$ cat src/rtl/iir_sos_pkg.sv
package iir_sos_pkg;

    localparam int MAX_SEC = 8;
    localparam int ACCW    = 64;

    typedef enum logic {
        COMB_SERIAL   = 1'b0,
        COMB_PARALLEL = 1'b1
    } comb_mode_e;

    typedef struct packed {
        logic signed [31:0] a0;
        logic signed [31:0] a1;
        logic signed [31:0] a2;
        logic signed [31:0] b1;
        logic signed [31:0] b2;
    } sec_coef_t;

    // clamp a wide signed value to the signed range of w bits
    function automatic logic signed [ACCW-1:0] sat_clip(
        input logic signed [ACCW-1:0] v,
        input int unsigned            w
    );
        logic signed [ACCW-1:0] one, hi, lo;
        one = 1;
        hi  = (one <<< (w - 1)) - one;
        lo  = ~hi;
        if (v > hi)      return hi;
        else if (v < lo) return lo;
        else             return v;
    endfunction

endpackage

$ cat src/rtl/iir_sos_section.sv
module iir_sos_section
    import iir_sos_pkg::*;
#(
    parameter int        SW          = 16,
    parameter int        FRAC        = 6,
    parameter bit        FIRST_ORDER = 1'b0,
    parameter bit        NO_A2       = 1'b0,
    parameter sec_coef_t COEF        = '0
) (
    input  logic                 clock,
    input  logic                 srst,
    input  logic                 clken,
    input  logic signed [SW-1:0] x_in,
    output logic signed [SW-1:0] y_out,
    output logic                 idle
);

    localparam bit DROP_A2 = FIRST_ORDER || NO_A2;
    localparam bit DROP_B2 = FIRST_ORDER;

    localparam logic signed [ACCW-1:0] CA0 = ACCW'(COEF.a0);
    localparam logic signed [ACCW-1:0] CA1 = ACCW'(COEF.a1);
    localparam logic signed [ACCW-1:0] CA2 = DROP_A2 ? '0 : ACCW'(COEF.a2);
    localparam logic signed [ACCW-1:0] CB1 = ACCW'(COEF.b1);
    localparam logic signed [ACCW-1:0] CB2 = DROP_B2 ? '0 : ACCW'(COEF.b2);

    logic signed [SW-1:0]   x1, x2, y1, y2;
    logic signed [SW-1:0]   y_next;
    logic signed [ACCW-1:0] acc;

    always_comb begin
        acc = CA0 * ACCW'(x_in) + CA1 * ACCW'(x1) + CA2 * ACCW'(x2)
            - CB1 * ACCW'(y1) - CB2 * ACCW'(y2);
        y_next = SW'(sat_clip(acc >>> FRAC, SW));
    end

    always_ff @(posedge clock) begin
        if (srst) begin
            x1 <= '0;
            y1 <= '0;
        end else if (clken) begin
            x1 <= x_in;
            y1 <= y_next;
        end
    end

    // second input tap exists only when a2 can matter
    if (DROP_A2) begin : g_no_x2
        assign x2 = '0;
    end else begin : g_x2
        always_ff @(posedge clock) begin
            if (srst)       x2 <= '0;
            else if (clken) x2 <= x1;
        end
    end

    // second feedback tap is absent in a first-order tail
    if (DROP_B2) begin : g_no_y2
        assign y2 = '0;
    end else begin : g_y2
        always_ff @(posedge clock) begin
            if (srst)       y2 <= '0;
            else if (clken) y2 <= y1;
        end
    end

    assign y_out = y1;
    assign idle  = (x1 == '0) && (x2 == '0) && (y1 == '0) && (y2 == '0);

endmodule

$ cat src/rtl/iir_sos_gain.sv
module iir_sos_gain
    import iir_sos_pkg::*;
#(
    parameter int                 DW   = 8,
    parameter int                 SW   = 16,
    parameter int                 FRAC = 6,
    parameter logic signed [31:0] GAIN = 32'sd64,
    parameter bit                 REG  = 1'b0
) (
    input  logic                 clock,
    input  logic                 srst,
    input  logic                 clken,
    input  logic signed [DW-1:0] x_in,
    output logic signed [SW-1:0] g_out,
    output logic                 idle
);

    localparam logic signed [ACCW-1:0] CK = ACCW'(GAIN);

    logic signed [SW-1:0] scaled;

    always_comb begin
        scaled = SW'(sat_clip((CK * ACCW'(x_in)) >>> FRAC, SW));
    end

    if (REG) begin : g_reg
        logic signed [SW-1:0] held;
        always_ff @(posedge clock) begin
            if (srst)       held <= '0;
            else if (clken) held <= scaled;
        end
        assign g_out = held;
        assign idle  = (held == '0);
    end else begin : g_comb
        logic unused_ctl;
        assign unused_ctl = clock ^ srst ^ clken;
        assign g_out = scaled;
        assign idle  = 1'b1;
    end

endmodule

$ cat src/rtl/iir_sos_sum.sv
module iir_sos_sum
    import iir_sos_pkg::*;
#(
    parameter int NSEC = 3,
    parameter int SW   = 16
) (
    input  logic signed [SW-1:0] sec_y [NSEC],
    input  logic signed [SW-1:0] g_in,
    output logic signed [SW-1:0] sum_out
);

    logic signed [ACCW-1:0] acc;

    always_comb begin
        acc = ACCW'(g_in);
        for (int k = 0; k < NSEC; k++) begin
            acc = acc + ACCW'(sec_y[k]);
        end
        sum_out = SW'(sat_clip(acc, SW));
    end

endmodule

$ cat src/rtl/iir_sos_top.sv
module iir_sos_top
    import iir_sos_pkg::*;
#(
    parameter int                      ORDER = 5,
    parameter comb_mode_e              MODE  = COMB_SERIAL,
    parameter int                      DW    = 8,
    parameter int                      CW    = 8,
    parameter int                      FRAC  = 6,
    parameter int                      SW    = 16,
    parameter logic [MAX_SEC*CW-1:0]   A0    = 64'h0000_0000_0030_4020,
    parameter logic [MAX_SEC*CW-1:0]   A1    = 64'h0000_0000_0010_E010,
    parameter logic [MAX_SEC*CW-1:0]   A2    = 64'h0000_0000_0028_1008,
    parameter logic [MAX_SEC*CW-1:0]   B1    = 64'h0000_0000_00E8_10E0,
    parameter logic [MAX_SEC*CW-1:0]   B2    = 64'h0000_0000_0014_0810,
    parameter logic signed [CW-1:0]    K     = 8'sd48
) (
    input  logic                 clock,
    input  logic                 srst,
    input  logic                 clken,
    input  logic signed [DW-1:0] xin,
    output logic signed [SW-1:0] yout
);

    localparam int NSEC     = (ORDER + 1) / 2;
    localparam bit ODD      = (ORDER % 2) == 1;
    localparam bit PARALLEL = (MODE == COMB_PARALLEL);

    logic signed [SW-1:0] sec_in [NSEC];
    logic signed [SW-1:0] sec_y  [NSEC];
    logic [NSEC-1:0]      sec_idle;
    logic signed [SW-1:0] g_val;
    logic                 g_idle;
    logic                 state_zero;

    iir_sos_gain #(
        .DW(DW), .SW(SW), .FRAC(FRAC), .GAIN(32'(K)), .REG(PARALLEL)
    ) u_gain (
        .clock(clock), .srst(srst), .clken(clken),
        .x_in(xin), .g_out(g_val), .idle(g_idle)
    );

    for (genvar k = 0; k < NSEC; k++) begin : g_sec
        localparam sec_coef_t C = '{
            a0: 32'(signed'(A0[k*CW +: CW])),
            a1: 32'(signed'(A1[k*CW +: CW])),
            a2: 32'(signed'(A2[k*CW +: CW])),
            b1: 32'(signed'(B1[k*CW +: CW])),
            b2: 32'(signed'(B2[k*CW +: CW]))
        };

        if (PARALLEL) begin : g_in_par
            assign sec_in[k] = SW'(xin);
        end else if (k == 0) begin : g_in_head
            assign sec_in[k] = g_val;
        end else begin : g_in_chain
            assign sec_in[k] = sec_y[k-1];
        end

        iir_sos_section #(
            .SW(SW), .FRAC(FRAC),
            .FIRST_ORDER(ODD && (k == NSEC - 1)),
            .NO_A2(PARALLEL),
            .COEF(C)
        ) u_sec (
            .clock(clock), .srst(srst), .clken(clken),
            .x_in(sec_in[k]), .y_out(sec_y[k]), .idle(sec_idle[k])
        );
    end

    if (PARALLEL) begin : g_out_par
        iir_sos_sum #(.NSEC(NSEC), .SW(SW)) u_sum (
            .sec_y(sec_y), .g_in(g_val), .sum_out(yout)
        );
    end else begin : g_out_ser
        assign yout = sec_y[NSEC-1];
    end

    assign state_zero = (&sec_idle) && g_idle;

endmodule

$ cat config.mk
export PLATFORM = sky130hd
export DESIGN_NAME = iir_sos_top
export DESIGN_NICKNAME = d
export VERILOG_FILES = /design/src/rtl/iir_sos_pkg.sv /design/src/rtl/iir_sos_section.sv /design/src/rtl/iir_sos_gain.sv /design/src/rtl/iir_sos_sum.sv /design/src/rtl/iir_sos_top.sv
export SDC_FILE = /design/constraint.sdc
export NUM_CORES = 1
export LEC_CHECK = 0
export ABC_AREA = 1
export BUFFER_PORTS_ARGS = -buffer_cell sky130_fd_sc_hd__buf_2
export CAP_MARGIN = 20
export CORE_UTILIZATION = 50
export CTS_BUF_LIST = sky130_fd_sc_hd__clkbuf_4 sky130_fd_sc_hd__clkbuf_8
export CTS_CLUSTER_SIZE = 30
export DETAILED_ROUTE_END_ITERATION = 10
export GPL_ROUTABILITY_DRIVEN = 0
export PLACE_DENSITY = 0.66
export SLEW_MARGIN = 20
export SYNTH_ARGS = -nofsm -noshare
export SYNTH_HDL_FRONTEND = slang
export SYNTH_SLANG_ARGS = --single-unit
$ cat constraint.sdc
create_clock -name clock -period 10.8 [get_ports clock]
set_clock_uncertainty 0.15 [all_clocks]
set_input_delay 1.08 -clock clock [delete_from_list [all_inputs] [get_ports clock]]
set_output_delay 1.08 -clock clock [all_outputs]
set_load 0.02 [all_outputs]
**Word-level counts from Yosys, hierarchy flattened**

Cells that the tools add are included.
W data, S select, Z words.

- Bits in registers: 128
- Input port bits: 11

- Multiplexer cells: 8
- Magnitude comparators: 8
- $add $sub $neg: 12
- Multiply operators: 3

Operators by type and width:

| operator | number |
|---|---|
| $gt A58 B16 Y1 const B | 3 |
| $lt A58 B16 Y1 const B | 3 |
| $mux W16 | 8 |
| $sub A64 B20 Y64 | 2 |
| $neg A16 Y59 | 2 |
| $add A22 B64 Y64 | 1 |
| $add A64 B20 Y64 | 1 |
| $sub A64 B19 Y64 | 1 |
| $sub A64 B64 Y64 | 1 |
| $mul A3 B16 Y19 const A | 2 |
| $sub A24 B22 Y25 | 1 |
| $add A23 B20 Y24 | 1 |
| $add A22 B19 Y23 | 1 |
| $add A21 B20 Y22 | 1 |
| $gt A9 B16 Y1 const B | 1 |
| $lt A9 B16 Y1 const B | 1 |
| $mul A3 B8 Y11 const A | 1 |

**Logic depth before layout (Yosys ltp)**

Gate-level depths: netlist of run 1.

- Depth after elaboration: 11
- Mapped depth: 52
- Mapped depth without buffers: 51

**Hierarchy**

A second synthesis of run 1 with hierarchy kept.

- Cells, all modules: 4844
- Area total of the unflattened synthesis: 29642.2 um^2

By module, submodules not included:

| module | cells each | area each (um^2) | times used | seq. area each (um^2) |
|---|---|---|---|---|
| iir_sos_section (g_sec[0].u_sec) | 2013 | 12545.8 | 1 | 1281.2 |
| iir_sos_section (g_sec[1].u_sec) | 2008 | 11309.6 | 1 | 1281.2 |
| iir_sos_section (g_sec[2].u_sec) | 745 | 5286.3 | 1 | 640.6 |
| iir_sos_gain | 78 | 500.5 | 1 | 0.0 |

**Least setup slack after synthesis of run 1**

No wires, ideal clock.

- Path type: in2reg
- From: input xin[1]
- To: register g_sec[0].u_sec.y1[6]
- Data required time: 10.533 ns
- Arrival time: 8.394 ns
- Slack: 2.139 ns
- Cell stages on the path: 45
- Path buffers: 2
- Cells stage by stage: ha_1 -> ha_1 -> inv_1 -> fa_1 -> o21ai_0 -> nand2_1 -> nand2_1 -> a21oi_1 -> nor2_1 -> xor2_1 -> inv_1 -> fa_1 -> inv_1 -> ha_1 -> nand2_1 -> nand2_1 -> nand3_1 -> nand2_1 -> [... 9 more ...] -> inv_2 -> a21oi_2 -> nand2_1 -> a21oi_1 -> nor2_1 -> nor2_1 -> nand3_1 -> nand2_1 -> nand2_1 -> nor2_1 -> nand2_1 -> nor2_1 -> nand3_1 -> nand3_1 -> nand2_2 -> buf_6 -> nor2_1 -> nor2_1

- Longest elaborated chain between the ends: 11

Ends and longest elaborated chain:

| element | RTL line | RTL |
|---|---|---|
| from (decl) | iir_sos_top.sv:20 | `input logic signed [DW-1:0] xin,` |
| $mul A3 B8 Y11 * | iir_sos_gain.sv:23 | `scaled = SW'(sat_clip((CK * ACCW'(x_in)) >>> FRAC, SW));` |
| $lt A9 B16 Y1 | iir_sos_pkg.sv:29 | `else if (v < lo) return lo;` |
| $mux W16 | iir_sos_pkg.sv:29 |  |
| $mux W16 * | iir_sos_pkg.sv:28 | `if (v > hi) return hi;` |
| via g_sec[0].u_sec.x_in[15] | iir_sos_section.sv:13 | `input logic signed [SW-1:0] x_in,` |
| $add A21 B20 Y22 * | iir_sos_section.sv:32 | `acc = CA0 * ACCW'(x_in) + CA1 * ACCW'(x1) + CA2 * ACCW'(x2)` |
| $add A22 B19 Y23 * | iir_sos_section.sv:32 |  |
| $sub A64 B64 Y64 * | iir_sos_section.sv:33 | `- CB1 * ACCW'(y1) - CB2 * ACCW'(y2);` |
| $sub A64 B20 Y64 * | iir_sos_section.sv:33 |  |
| $lt A58 B16 Y1 | iir_sos_pkg.sv:29 |  |
| $mux W16 | iir_sos_pkg.sv:29 |  |
| $mux W16 * | iir_sos_pkg.sv:28 |  |
| to (signal assigned) | iir_sos_section.sv:43 | `y1 <= y_next;` |
| to (decl) | iir_sos_section.sv:27 | `logic signed [SW-1:0] x1, x2, y1, y2;` |

The timed path passes the listed nets; every way through them passes the cells marked *.
A chain may end at the register's enable or synchronous reset.

**Worst setup path in the final report of run 1**

- From: input xin[2]
- To: register g_sec[0].u_sec.y1[6]

Same word-level chain as after synthesis.

==> results.py, run 1 <==
metrics = {
    "run_status": {
        "outcome": "completed",
    },
    "placed_design": {
        "place.detailed.instances": 4867,
        "place_area_mm2": 0.0261,
        "place_hpwl_um": 64700,
        "count_of_input_and_output_buffers": 26,
    },
    "worst_setup_path": {
        "r2r_slack_ps": 2990,
        "rr_startpoint": "g_sec[0].u_sec.y2[0]$_SDFFE_PP0P_",
        "timing_worst_setup_path_type": "primary input to register",
        "worstRegToRegCells": 33,
        "crit_slowest_cell": "sky130_fd_sc_hd__fa_1",
        "critical_path_arrival_ps": 9320,
        "cp_max_fo": 21,
        "worstReg2RegEnd": "g_sec[1].u_sec.y_out[1]$_SDFFE_PP0P_",
        "critPathMaxStageDelay_ps": 540,
        "cp_data_required_time_ps": 11050,
        "setup.worst_path.start_class": "primary input",
        "timing.critical_path.mode_cell": "sky130_fd_sc_hd__nand2_1",
        "cp-end-kind": "register",
    },
    "sta": {
        "finalMaxSlewViolations": 0,
        "setup_viol": 0,
        "finalCriticalPeriod_ps": 9070,
        "slew_headroom_pct": 35.4,
        "grt_setup_unrepaired": "no",
        "achievable-frequency_mhz": 110,
        "layout_worst_path_cycle_share_pct": 84.0,
        "setup_tns_ps": 0,
        "tightest_slew_ps": 969,
        "finalHoldViolCount": 0,
    },
    "global_routing": {
        "wire_length_of_the_first_global_routing_pass_um": 121000,
        "grt_start_max_net_pins": 105,
        "grt_util_all_layers_pct": 30.0,
        "grt_antenna_before_repair": 0,
        "globalRoute.totalOverflow": 0,
        "first_global_vias": 23700,
    },
    "route": {
        "drt-pass1-iter-count": 6,
        "routed_wl_um": 75600,
        "post-route-drc-count": 0,
        "drt.antenna.violating_nets": 0,
        "detail_route.iter0.violations": 1975,
        "num_vias": 25400,
        "via_per_inst": 5.17,
        "routedWlPerCell_um": 15.4,
    },
    "logic_synthesis": {
        "synth_xor_xnor_area_share_pct": 4.25,
        "synth-simple-area-share_pct": 32.8,
        "netlist_area_mm2": 0.0253,
        "synthDominantCellAreaShare_pct": 18.6,
        "post_synth_main_area_contributors": "sky130_fd_sc_hd__nand2_1 19%, sky130_fd_sc_hd__fa_1 16%, sky130_fd_sc_hd__inv_1 14%",
        "synth_fp_nets": 4671,
        "yosysSeqAreaShare_pct": 9.17,
        "syn_avg_cell_area_um2": 6.02,
        "proportion_of_synthesized_area_in_mux_cells_pct": 0,
        "ys_types": 49,
        "ys_ff_latch": 116,
        "synth_compound_area_share_pct": 10.4,
        "post-synth-top-area-cell": "sky130_fd_sc_hd__nand2_1",
        "number_of_warnings_reported_in_the_yosys_synthesis_log": 0,
        "synth.most_common_cell": "sky130_fd_sc_hd__nand2_1",
        "share_of_synthesized_cell_area_in_full_adder_half_adder_and_majority_cells_pct": 28.1,
        "proportion_of_synthesized_flip_flops_having_asynchronous_set_or_reset_pct": 0,
        "postSynthCellCount": 4210,
        "synth.top_cells.by_count": "1254 x sky130_fd_sc_hd__nand2_1, 952 x sky130_fd_sc_hd__inv_1, 376 x sky130_fd_sc_hd__nor2_1, 267 x sky130_fd_sc_hd__a21oi_1, 252 x sky130_fd_sc_hd__ha_1",
        "dominantRegCellSynth": "sky130_fd_sc_hd__dfxtp_1",
        "synth_top_family_by_area": "simple AND/OR/NAND/NOR gates",
        "synth_edf_count": 0,
    },
    "clock_network": {
        "cts_buffer_depth": 2,
        "cts_tree": "built",
        "cts-buffers-inserted": 17,
        "clk_pin_slew_ps": 70,
        "worst_skew_pair.late_latency_ps": 480,
        "cts_setup_buffers": 0,
        "cts.hold.buffers_added": 0,
        "count_of_cells_resized_by_post_cts_repair": 0,
        "cts_num_sinks": 116,
        "clock-root-buffer": "sky130_fd_sc_hd__clkbuf_8",
        "cts_htree_levels": 4,
    },
    "hold_path": {
        "min_path_cells": 2,
        "hold_end": "g_sec[0].u_sec.x2[0]$_SDFFE_PP0P_",
        "holdCritStartpoint": "g_sec[0].u_sec.x2[0]$_SDFFE_PP0P_",
        "timing.hold.worst.class": "register to register",
    },
    "floorplanning": {
        "die_w_um": 227,
        "core_area_mm2": 0.0501,
        "top_level_ports": 27,
        "floorplan.initialDensity_pct": 50.6,
        "row_count": 82,
        "fp.dieArea_mm2": 0.0516,
        "fp.dieH_um": 227,
    },
    "final_layout": {
        "final_util_pct": 53.1,
        "area_delta_synth_final_pct": 4.97,
        "drive_gt1_share_pct": 3.52,
        "number_of_nets_in_the_final_layout": 4676,
        "antenna_cells": 0,
        "postLayoutCellArea_mm2": 0.0266,
        "finish.cell_count_without_fillers": 4900,
    },
    "job": {
        "maxCapViolCount": 0,
    },
}
worst max-delay path by stage:
stage | start | to | cells past startpoint
floorplan | xin[1] | g_sec[0].u_sec.y_out[6]$_SDFFE_PP0P_ | 45
global placement | xin[2] | g_sec[0].u_sec.y_out[5]$_SDFFE_PP0P_ | 45
detailed placement | xin[1] | g_sec[0].u_sec.y_out[6]$_SDFFE_PP0P_ | 42
CTS | xin[1] | g_sec[0].u_sec.y_out[6]$_SDFFE_PP0P_ | 42
global route | xin[2] | g_sec[0].u_sec.y_out[4]$_SDFFE_PP0P_ | 44
finish | xin[2] | g_sec[0].u_sec.y_out[6]$_SDFFE_PP0P_ | 42
final cells by class:
| cell class | count | area, um^2 |
|---|---|---|
| Clock buffer | 19 | 255 |
| Clock inverter | 13 | 158 |
| Fill cell | 5356 | 23500 |
| Inverter | 966 | 3630 |
| Multi-Input combinational cell | 3078 | 19200 |
| Sequential cell | 116 | 2320 |
| Tap cell | 672 | 841 |
| Timing Repair Buffer | 36 | 220 |
stage by stage:
stage	hold WS [ps]	setup slack (ps)
floorplan	298	2140
global placement	321	1520
detailed placement	322	1360
CTS	343	1840
global route	369	936
finish	338	1730
routing by layer:
layer	wire length (um)	track usage (%)	vias to the layer above
li1	-	-	12900
met1	33800	39.5	11500
met2	35100	51.1	758
met3	4110	2.63	137
met4	2640	10.8	0
met5	0	0	-
sequential cells by signal, indices dropped and copies added (netlist names):
name and count:
g_sec.u_sec.x2 26, g_sec.u_sec.y2 16, g_sec.u_sec.x1 26, g_sec.u_sec.y_out 48
logic make-up (layout without fill, tap and decap cells):
kind of cell / Yosys count / after routing
and+or+nand+nor: 2009 / 2009
buffers and inverters: 1016 / 1034
adders and majority gates: 450 / 450
DFF: 116 / 116
AOI/OAI and AO/OA: 496 / 496
xor gates and xnor gates: 123 / 123
cells in the final DEF, fill, tap and decap left out, drive strengths merged, types with 74 or more instances in the layout:
cell type,count
fa,198
ha,252
nor2,390
inv,964
nand3,204
nand2,1263
dfxtp,116
o21ai,173
a21oi,278
xor2,74
critical path, delay by kind of cell:
| family | cells | cell delay (ps) |
|---|---|---|
| AO/OA/AOI/OAI | 3 | 700 |
| XOR/XNOR | 1 | 300 |
| adder cells (fa/ha/maj) | 7 | 2640 |
| buffers and inverters | 6 | 840 |
| AND/OR/NAND/NOR | 25 | 3700 |
Power of run 1 is not shown: default switching activity piles up to over one toggle a cycle in this logic, so the estimate is an artifact.
==> run 2, diff against run 1 <==
clock period = 8.95 ns   (was 10.8 ns; I/O delays follow)
==> run 2 against run 1 <==
  * Global-route usage increased by 0.35 points
  * Wire length is 0.53% higher
  * Sequential share of layout area is essentially flat
  * First-iteration DRC count down 3.1%
  * Clock-buffer cell count decreased by 2
  * Non-clock buffer count grew 5
  * Cell area increased by 0.43%
  * Utilization is 0.23 points higher
  * Sequential cell count unchanged
  * Cell count up 0.10%
  * Critical path depth is 4 higher
  * Die area stayed put
==> results.py, run 2 (same netlist as run 1, synthesis figures left out) <==
metrics = {
    "global_routing": {
        "globalRoute.totalOverflow": 0,
        "grt_antenna_before_repair": 0,
        "grt_util_all_layers_pct": 30.3,
        "wire_length_of_the_first_global_routing_pass_um": 124000,
        "first_global_vias": 24300,
        "grt_start_max_net_pins": 108,
    },
    "sta": {
        "finalHoldViolCount": 0,
        "hold_slack_ps": 333,
        "finalCriticalPeriod_ps": 8090,
        "tightest_slew_ps": 997,
        "slew_headroom_pct": 33.5,
        "finalMaxSlewViolations": 0,
        "setup_viol": 0,
        "achievable-frequency_mhz": 124,
        "layout_worst_path_cycle_share_pct": 90.4,
    },
    "final_layout": {
        "postLayoutCellArea_mm2": 0.0267,
        "drive_gt1_share_pct": 3.69,
        "mostFrequentLayoutCell": "sky130_fd_sc_hd__nand2_1",
        "filler_cell_count": 5407,
        "final_cell_mix": "1253 x sky130_fd_sc_hd__nand2_1, 949 x sky130_fd_sc_hd__inv_1, 375 x sky130_fd_sc_hd__nor2_1, 266 x sky130_fd_sc_hd__a21oi_1, 251 x sky130_fd_sc_hd__ha_1",
        "largest_register_ff_count": 48,
        "antenna_cells": 0,
        "number_of_nets_in_the_final_layout": 4681,
        "area_delta_synth_final_pct": 5.42,
    },
    "hold_path": {
        "min_path_cells": 2,
        "timing.hold.worst.class": "register to register",
    },
    "clock_network": {
        "cts_buffer_depth": 2,
        "cts-buffers-inserted": 17,
        "cts_htree_levels": 4,
        "clk_pin_slew_ps": 70,
        "clock-root-buffer": "sky130_fd_sc_hd__clkbuf_8",
        "cts_tree": "built",
        "worst_skew_pair.late_latency_ps": 490,
        "cts_setup_buffers": 0,
        "cts_num_sinks": 116,
    },
    "worst_setup_path": {
        "critPathMaxStageDelay_ps": 550,
        "worstRegToRegCells": 32,
        "cp-end-kind": "register",
        "cp_max_fo": 31,
        "crit_slowest_cell": "sky130_fd_sc_hd__fa_1",
        "cp_data_required_time_ps": 9160,
        "timing.critical_path.mode_cell": "sky130_fd_sc_hd__nand2_1",
        "setup.worst_path.start_class": "primary input",
        "critical_path_arrival_ps": 8310,
        "timing_worst_setup_path_type": "primary input to register",
    },
    "run_status": {
        "outcome": "completed",
    },
    "route": {
        "detail_route.iter0.violations": 1913,
        "num_vias": 25400,
        "routed_wl_um": 76000,
        "drt.antenna.violating_nets": 0,
        "routedWlPerCell_um": 15.5,
        "via_per_inst": 5.18,
        "post-route-drc-count": 0,
        "drt-pass1-iter-count": 6,
    },
    "floorplanning": {
        "floorplan.initialDensity_pct": 50.6,
        "core_area_mm2": 0.0501,
        "row_count": 82,
        "fp.dieArea_mm2": 0.0516,
        "fp.dieH_um": 227,
        "top_level_ports": 27,
        "die_w_um": 227,
    },
    "placed_design": {
        "place_area_mm2": 0.0262,
        "place_hpwl_um": 65200,
        "count_of_input_and_output_buffers": 26,
    },
    "job": {
        "maxCapViolCount": 0,
    },
}
## run 2: worst max-delay path: cells and delay by family
family,cells,cell delay (ps)
adders and majority gates,7,2670
buffers and inverters,7,620
and+or+nand+nor,29,3460
AOI/OAI and AO/OA,2,350
xor gates and xnor gates,1,230
## run 2: worst paths after layout
check	start	endpoint	slack, ps
setup / recovery	xin[1]	g_sec[0].u_sec.y_out[4]$_SDFFE_PP0P_	860
hold / removal	g_sec[0].u_sec.x2[0]$_SDFFE_PP0P_	g_sec[0].u_sec.x2[0]$_SDFFE_PP0P_	330
setup reg to reg	g_sec[0].u_sec.y2[0]$_SDFFE_PP0P_	g_sec[1].u_sec.y_out[1]$_SDFFE_PP0P_	1540
hold reg to reg	g_sec[0].u_sec.x2[0]$_SDFFE_PP0P_	g_sec[0].u_sec.x2[0]$_SDFFE_PP0P_	330
## run 2: what timing repair did
| item | in CTS | in global routing |
|---|---|---|
| gates resized for setup | 0 | 5 |
| setup endpoints to repair | 0 | 15 |
| hold buffers | 0 | 0 |
## run 2: stage by stage
| step | TNS (ps) | setup WS (ps) | utilization [%] | instances |
|---|---|---|---|---|
| after CTS | 0 | 801 | 53.2 | 4904 |
| after global placement | 0 | 405 | 52.3 | 4872 |
| after detailed placement | 0 | 309 | 52.3 | 4872 |
| after global routing | -0.909 | -0.909 | 53.3 | 4905 |
| final | 0 | 858 | 53.3 | 4905 |
| after floorplan | 0 | 474 | - | 4210 |
## run 2: layout make-up
cell class                      instances  area, um^2  area share (%)
Clock buffer                           17         234           0.876
Clock inverter                         15         229           0.858
Inverter                              966        3630            13.6
Multi-Input combinational cell       3078       19200            71.8
Sequential cell                       116        2320            8.71
Tap cell                              672         841            3.15
Timing Repair Buffer                   41         265           0.994
## run 2: metal layers
metal	track usage (%)	part of all wire (%)	vias up	routed length [um]
met5	0	0	-	0
met3	2.22	5.2	150	3920
li1	-	-	12900	-
met2	52.5	47	694	35600
met4	10.7	3.4	0	2560
met1	39.8	45	11600	33900
Power of run 2 is left out for the same reason.
